$ cat config.mk
export PLATFORM = sky130hd
export DESIGN_NAME = rx_idle_flag
export DESIGN_NICKNAME = d
export VERILOG_FILES = /design/src/rtl/rx_idle_pkg.sv /design/src/rtl/rx_idle_timer.sv /design/src/rtl/rx_idle_flagctl.sv /design/src/rtl/rx_idle_flag.sv
export SDC_FILE = /design/constraint.sdc
export NUM_CORES = 1
export LEC_CHECK = 0
export ABC_CLOCK_PERIOD_IN_PS = 1430
export CAP_MARGIN = 20
export CORE_AREA = 2 2 39 41
export CTS_BUF_LIST = sky130_fd_sc_hd__clkbuf_8 sky130_fd_sc_hd__clkbuf_16
export DETAILED_ROUTE_END_ITERATION = 12
export DIE_AREA = 0 0 41 43
export PLACE_DENSITY = 0.69
export SETUP_SLACK_MARGIN = 0.05
export SKIP_CTS_REPAIR_TIMING = 1
export SYNTH_ARGS = -nofsm -noshare
export SYNTH_HDL_FRONTEND = slang
export SYNTH_SLANG_ARGS = --single-unit
$ cat constraint.sdc
create_clock -name clk -period 1.43 [get_ports clk]
set_input_delay 0.286 -clock clk [delete_from_list [all_inputs] [get_ports clk]]
set_output_delay 0.286 -clock clk [all_outputs]
set_load 0.01 [all_outputs]
$ cat src/rtl/rx_idle_pkg.sv
package rx_idle_pkg;

    // Registered state of the flag controller
    typedef struct packed {
        logic flag;     // data-ready flag visible to software
        logic rd_seen;  // software has read the flag as 1
    } flag_state_t;

endpackage

$ cat src/rtl/rx_idle_timer.sv
module rx_idle_timer #(
    parameter int IDLE_BITS = 15
) (
    input  logic clk,
    input  logic rst_n,
    input  logic restart,
    input  logic tick,
    output logic expired
);
    localparam int CW = $clog2(IDLE_BITS + 1);
    localparam logic [CW-1:0] LIMIT = CW'(IDLE_BITS);

    logic [CW-1:0] cnt_d, cnt_q;

    // Next count: restart wins, otherwise advance on tick and hold at LIMIT
    always_comb begin
        cnt_d = cnt_q;
        if (restart) begin
            cnt_d = '0;
        end else if (tick && (cnt_q != LIMIT)) begin
            cnt_d = cnt_q + CW'(1);
        end
    end

    always_ff @(posedge clk or negedge rst_n) begin
        if (!rst_n) begin
            cnt_q <= '0;
        end else begin
            cnt_q <= cnt_d;
        end
    end

    assign expired = (cnt_q == LIMIT);

endmodule

$ cat src/rtl/rx_idle_flagctl.sv
module rx_idle_flagctl
    import rx_idle_pkg::*;
#(
    parameter int CNT_W = 5
) (
    input  logic             clk,
    input  logic             rst_n,
    input  logic             mrst,
    input  logic             async_mode,
    input  logic             stop_done,
    input  logic             expired,
    input  logic [CNT_W-1:0] fifo_count,
    input  logic [CNT_W-1:0] trig_level,
    input  logic             cpu_flag_rd,
    input  logic             cpu_wr_en,
    input  logic             cpu_wr_data,
    input  logic             dma_rd,
    output logic             clear,
    output logic             flag,
    output logic             rd_seen
);
    localparam logic [CNT_W-1:0] ONE = CNT_W'(1);

    flag_state_t st_d, st_q;
    logic        below_trig;
    logic        set_cond;
    logic        wr_clear;
    logic        dma_clear;

    always_comb begin
        below_trig = (fifo_count != '0) && (fifo_count < trig_level);
        set_cond   = async_mode && below_trig && expired && !stop_done;
        wr_clear   = cpu_wr_en && !cpu_wr_data && st_q.rd_seen && (fifo_count == '0);
        dma_clear  = dma_rd && (fifo_count == ONE);
        clear      = wr_clear || dma_clear;

        st_d = st_q;
        if (mrst) begin
            st_d = '0;
        end else begin
            // A clear overrides a set in the same cycle
            if (clear) begin
                st_d.flag = 1'b0;
            end else if (set_cond) begin
                st_d.flag = 1'b1;
            end
            // Record a read only while the flag stays set
            if (!st_d.flag) begin
                st_d.rd_seen = 1'b0;
            end else if (cpu_flag_rd && st_q.flag) begin
                st_d.rd_seen = 1'b1;
            end
        end
    end

    always_ff @(posedge clk or negedge rst_n) begin
        if (!rst_n) begin
            st_q <= '0;
        end else begin
            st_q <= st_d;
        end
    end

    assign flag    = st_q.flag;
    assign rd_seen = st_q.rd_seen;

endmodule

$ cat src/rtl/rx_idle_flag.sv
module rx_idle_flag #(
    parameter int CNT_W     = 5,
    parameter int IDLE_BITS = 15
) (
    input  logic             clk,
    input  logic             rst_n,
    input  logic             mrst,
    input  logic             async_mode,
    input  logic             bit_tick,
    input  logic             stop_done,
    input  logic [CNT_W-1:0] fifo_count,
    input  logic [CNT_W-1:0] trig_level,
    input  logic             cpu_flag_rd,
    input  logic             cpu_wr_en,
    input  logic             cpu_wr_data,
    input  logic             dma_rd,
    output logic             ready_flag
);
    logic idle_expired;
    logic flag_clear;
    logic rd_seen;
    logic win_restart;

    // Any reset, new byte or flag clear starts a fresh window
    assign win_restart = mrst || stop_done || flag_clear;

    rx_idle_timer #(
        .IDLE_BITS(IDLE_BITS)
    ) u_timer (
        .clk    (clk),
        .rst_n  (rst_n),
        .restart(win_restart),
        .tick   (bit_tick),
        .expired(idle_expired)
    );

    rx_idle_flagctl #(
        .CNT_W(CNT_W)
    ) u_ctl (
        .clk        (clk),
        .rst_n      (rst_n),
        .mrst       (mrst),
        .async_mode (async_mode),
        .stop_done  (stop_done),
        .expired    (idle_expired),
        .fifo_count (fifo_count),
        .trig_level (trig_level),
        .cpu_flag_rd(cpu_flag_rd),
        .cpu_wr_en  (cpu_wr_en),
        .cpu_wr_data(cpu_wr_data),
        .dma_rd     (dma_rd),
        .clear      (flag_clear),
        .flag       (ready_flag),
        .rd_seen    (rd_seen)
    );

endmodule

---- Word level (Yosys, flattened, before mapping) ----
Cells that the tools add are included.
storage, ports and cells
  word-level logic and storage cells ...... 35
  bits of input ports ..................... 20
  register bits after elaboration ......... 6
cells by class
  $add $sub $neg .......................... 1
  mux-type cells .......................... 8
  magnitude comparators ................... 1
  eq/ne operators ......................... 4
  reductions and logical operators ........ 18
operators by type and width
  operator               number
  $logic_and A1 B1 Y1    10
  $mux W4                2
  $eq A5 B1 Y1 const B   1
  $logic_not A5 Y1       1
  $lt A5 B5 Y1           1
  $mux W1                5
  $reduce_bool A5 Y1     1
  $add A4 B1 Y4 const B  1
  $eq A4 B4 Y1 const B   1
  $ne A4 B4 Y1 const B   1
  $logic_or A1 B1 Y1     3
  $ne A3 B2 Y1 const B   1
  $logic_not A1 Y1       2
  $mux W2                1
  $reduce_bool A2 Y1     1

---- Logic depth before layout (Yosys ltp) ----
  word-level depth ........................ 10
  depth in mapped cells ................... 6
  mapped depth without buffers ............ 6

---- By module ----
Synthesis repeated with hierarchy kept, for this count alone.
second synthesis, totals
  cell total of the unflattened synthesis .. 52
  area total of the unflattened synthesis .. 481.7 µm²
by module, submodules not included
  module           sequential area each (µm²)  times used  area each (µm²)  cells each
  rx_idle_flagctl  50.0                        1           246.5            31
  rx_idle_timer    100.1                       1           229.0            20
  rx_idle_flag     0.0                         1           6.3              1

---- Worst setup path after synthesis ----
OpenSTA, ideal clock, no wires.
  kind .................................... register -> register
  start ................................... register u_timer.cnt_q[0]
  end ..................................... register u_ctl.st_q (netlist bit u_ctl.rd_seen)
  cell stages (with the launch flop) ...... 6
  arrival time ............................ 1.234 ns
  path slack .............................. 0.118 ns
  library setup time ...................... 0.078 ns
  cells stage by stage .................... dfrtp_1 ha_1 nand3_2 a2111oi_4 nand3_1 a21oi_1
on the way
  longest elaborated chain between the ends .. 8
  elaborated cells between the ends (all ways) .. 9
  those cells by class .................... 2 x eq/ne; 5 x mux; 2 x reduce/logical
ends and longest elaborated chain
  element                             line                   source
  from (decl)                         rx_idle_timer.sv:13    logic [CW-1:0] cnt_d, cnt_q;
  from (signal assigned)              rx_idle_timer.sv:29    cnt_q <= cnt_d;
  $eq A4 B4 Y1 *                      rx_idle_timer.sv:33    assign expired = (cnt_q == LIMIT);
  $logic_and A1 B1 Y1 * (2 in a row)  rx_idle_flagctl.sv:32  set_cond = async_mode && below_trig && expired && !stop_done;
  $mux W1 *                           rx_idle_flagctl.sv:44  end else if (set_cond) begin
  $mux W1 *                           rx_idle_flagctl.sv:42  if (clear) begin
  $mux W1 *                           rx_idle_flagctl.sv:38  if (mrst) begin
  $mux W1                             rx_idle_flagctl.sv:48  if (!st_d.flag) begin
  $mux W2                             rx_idle_flagctl.sv:38
  to (signal assigned)                rx_idle_flagctl.sv:60  st_q <= st_d;
  to (decl)                           rx_idle_flagctl.sv:24  flag_state_t st_d, st_q;
Mark *: on every way between the ends. The rest lies on a longest branch, timed or not. The select of a mux whose other input is x is not followed.
A chain may end at the register's enable or synchronous reset.

---- Worst setup path after layout ----
  start ................................... input fifo_count[0]
  end ..................................... register u_timer.cnt_q[2]
on the way
  longest elaborated chain between the ends .. 5
  elaborated cells between the ends (all ways) .. 8
  those cells by class .................... 1 x eq/ne; 1 x mux; 6 x reduce/logical
ends and longest elaborated chain
  element                                           line                                          source
  from (decl)                                       rx_idle_flag.sv:11                            input logic [CNT_W-1:0] fifo_count,
  $eq A5 B1 Y1 or $logic_not A5 Y1 (tied branches)  rx_idle_flagctl.sv:34, rx_idle_flagctl.sv:33
  $logic_and A1 B1 Y1, on equally long branches     rx_idle_flagctl.sv:34, rx_idle_flagctl.sv:33
  $logic_or A1 B1 Y1 *                              rx_idle_flagctl.sv:35                         clear = wr_clear || dma_clear;
  $logic_or A1 B1 Y1 *                              rx_idle_flag.sv:25                            assign win_restart = mrst || stop_done || flag_clear;
  $mux W4 or $reduce_bool A2 Y1 (tied branches)     n/a
Mark *: on every way between the ends. The rest lies on a longest branch, timed or not.

==> impl_metrics.yaml <==
hold_path:
  worstHoldPathType: "input port to async pin"
placement:
  dpl-instance-area_um2: 694
  dp_cells: 88
  port-buffer-count: 20
  gp_congestion: 0.753
  hpwl_detailed_um: 931
sta:
  slew_violations: 0
  worst_max_slew_margin_expressed_relative_to_the_limit_pct: 81.3
  finalClockSkew_ns: 0.00438
  report.final.setup_viol: 0
  period_share_pct: 95.3
  max_clock_freq_ghz: 0.734
  rsz0062_at_grt: "true"
  report.final.hold_viol_count: 0
  period_minus_slack_ns: 1.36
  totalNegativeSetupSlack_ns: 0
  worst-slew-pin-transition_ns: 0.278
clock_network:
  clkSinkCount: 6
  number_of_buffers_on_the_longest_clock_path: 2
  clock_tree.htree_level_count: 1
  clk-insertion-delay-late_ns: 0.22
  cts.root.buffer_cell: "clkbuf_8"
  clk_transition_reported_paths_ns: 0.04
  cts_made_buffers: 3
  clock_tree_from_tritoncts: "built"
critical_path:
  critPathArrivalTime_ns: 1.49
  data_required_time_at_the_worst_endpoint_ns: 1.56
  crit_type: "input port to register"
  r2r-start: "u_timer.cnt_q[1]"
  ff2ff_setup_slack_ns: 0.07
  cp-start-kind: "input port"
  worstRegToRegCells: 5
  cp_max_fanout: 4
  critPathLaunch: "fifo_count[0]"
  crit-reg2reg-capture: "u_ctl.rd_seen"
  endpoint_kind: "register"
  last_element_of_the_critical_path: "u_timer.cnt_q[2]"
final_layout:
  insertedDiodeCount: 0
  layout.cell_area.non_filler_um2: 810
  nets: 102
  area_growth_pct: 76.3
  postLayoutCoreUtil_pct: 58.5
  fillers: 127
  final_layout_size_suffix_gt1_share_pct: 21.3
  instances_no_fill: 91
power:
  total_power_mw: 0.540
  leakage_power_summed_over_all_cells_nw: 0.414
  power.density_nw_per_um2: 667
  worst_vdd_drop_mv: 0.520
yosys:
  yosys_warn_count: 0
  syn-instance-count: 50
  synth_largest_area_cell: "dfrtp_1"
  yosysTopAreaCellShare_pct: 32.7
  post_synth.cell_area_avg_um2: 9.18
  synth.top_cells.by_area: "dfrtp_1 (33%), ha_1 (14%), a2111oi_4 (6.0%)"
  synth.net_count: 75
  ys_seq_elements: 6
  synthesis.area_um2: 459
  synth.yosys.seq_area_share_pct: 32.7
  yosys.cell_types.count: 22
die:
  chipWidth_um: 41
  fp.coreArea_um2: 1380
  die_y_um: 43
  rows: 14
  initial_core_util_pct: 33.2
  die_area_um2: 1760
  floorplan.io_pins: 21
detailed_routing:
  detailroute.via_count: 452
  detail_route.wl_per_cell_um: 12.8
  postRouteWirelength_um: 1170
  drtIter0Drc: 1
  drt-pass1-iter-count: 2
  post_drt_via_cell_ratio: 4.97
  remaining_drc_errors: 0
  final_antenna_net_count: 0
global_routing:
  via_count_of_the_first_global_routing_pass: 429
  grt_max_degree: 7
  globalRouteOverflowTotal: 0
  gr-usage-all-layers_pct: 14.7
  use_met2_pct: 22.8
  global_route.usage.met1_pct: 17.9
  met3_usage_pct: 4.71
  grt_max_usage_layer: "met2"
  grt_first_pass_wirelength_um: 1720
  grt_antenna_before_repair: 0
flow_run:
  cap_violations: 0
status:
  outcome: "completed"
-- kinds of logic (layout without fill, tap and decap cells) --
family                   after synthesis  after routing  synth area share, %
AND/OR/NAND/NOR                       20             20                 27.2
AO/OA/AOI/OAI                         10             10                 16.9
buffers and inverters                  7             32                 5.72
flip-flops                             6              6                 32.7
adder cells (fa/ha/maj)                5              5                 13.6
XOR/XNOR                               2              2                 3.82
-- through the flow --
step / setup slack (ns) / hold WS [ns]
after floorplan: 0.118 / -0.00959
after global placement: -0.243 / 0.533
after detailed placement: -0.293 / 0.541
after CTS: -0.0670 / 0.310
after global routing: -0.0149 / 0.317
final: 0.0674 / 0.303
-- placed cells by master (no fill, tap or decap) --
| master | instances |
|---|---|
| buf_4 | 2 |
| nand4b_1 | 1 |
| nor4bb_1 | 1 |
| clkbuf_8 | 3 |
| nand3_4 | 1 |
| a21o_1 | 1 |
| inv_2 | 2 |
| nand2b_1 | 2 |
| a21oi_1 | 4 |
| nand3_1 | 4 |
| nand2_1 | 3 |
| o21ai_1 | 1 |
| and3_1 | 1 |
| o21ai_0 | 1 |
| nor2_1 | 3 |
| xor2_1 | 2 |
| nor3_2 | 1 |
| nor4_2 | 1 |
| ha_1 | 2 |
| inv_1 | 5 |
| dfrtp_1 | 6 |
| clkdlybuf4s50_1 | 12 |
| a2111oi_4 | 1 |
| ha_4 | 3 |
| dlymetal6s2s_1 | 8 |
| o211ai_1 | 1 |
| and2_1 | 1 |
| a21oi_2 | 1 |
| and4b_2 | 1 |
-- area by class of cell --
| class | count | area, µm² | area share [%] |
|---|---|---|---|
| Clock buffer | 3 | 41.3 | 5.10 |
| Timing Repair Buffer | 22 | 235 | 29.1 |
| Tap cell | 16 | 20.0 | 2.47 |
| Multi-Input combinational cell | 37 | 337 | 41.6 |
| Sequential cell | 6 | 150 | 18.5 |
| Inverter | 7 | 26.3 | 3.25 |
-- sequential cells by signal, indices dropped and copies added, names as in the netlist --
name           count
u_timer.cnt_q      4
u_ctl.flag         1
u_ctl.rd_seen      1
-- per-layer routing --
| metal | part of all wire (%) | wire length, µm |
|---|---|---|
| met4 | 1.4 | 16 |
| met5 | 0 | 0 |
| met1 | 45 | 528 |
| met3 | 3.8 | 44 |
| met2 | 50 | 581 |
-- worst min-delay path by stage --
stage,from,endpoint,depth (start not counted)
after CTS,rst_n,u_timer.cnt_q[0],1
after floorplan,rst_n,u_ctl.flag,0
after detailed placement,u_ctl.flag,u_ctl.flag,2
final,rst_n,u_timer.cnt_q[0],1
after global routing,rst_n,u_timer.cnt_q[0],1
after global placement,rst_n,u_timer.cnt_q[3],1
-- worst max-delay path, cell delays in order --
cell and delay [ns]:
clkdlybuf4s50_1 0.45, and2_1 0.16, o21ai_1 0.18, nand3_1 0.19
nor3_2 0.23
-- cell usage after synthesis --
cell type / number
a21o_1: 1
nand2b_1: 2
o21ai_0: 1
and2_1: 1
nor3_1: 1
nand3_2: 1
o211ai_1: 1
dfrtp_1: 6
nand4b_1: 1
a21oi_1: 5
and3_1: 1
ha_1: 5
nor4bb_1: 1
nor4_2: 1
nand2_1: 3
nand3_1: 4
a2111oi_4: 1
nor2_1: 3
xor2_1: 2
and4b_2: 1
o21ai_1: 1
inv_1: 7
-- where the power goes --
part           internal (mW)  switching, mW
Combinational         0.0700         0.0451
Sequential             0.173        0.00250
Clock                  0.180         0.0693
Total                  0.423          0.117
No activity file was read; power rests on OpenSTA's default activity.
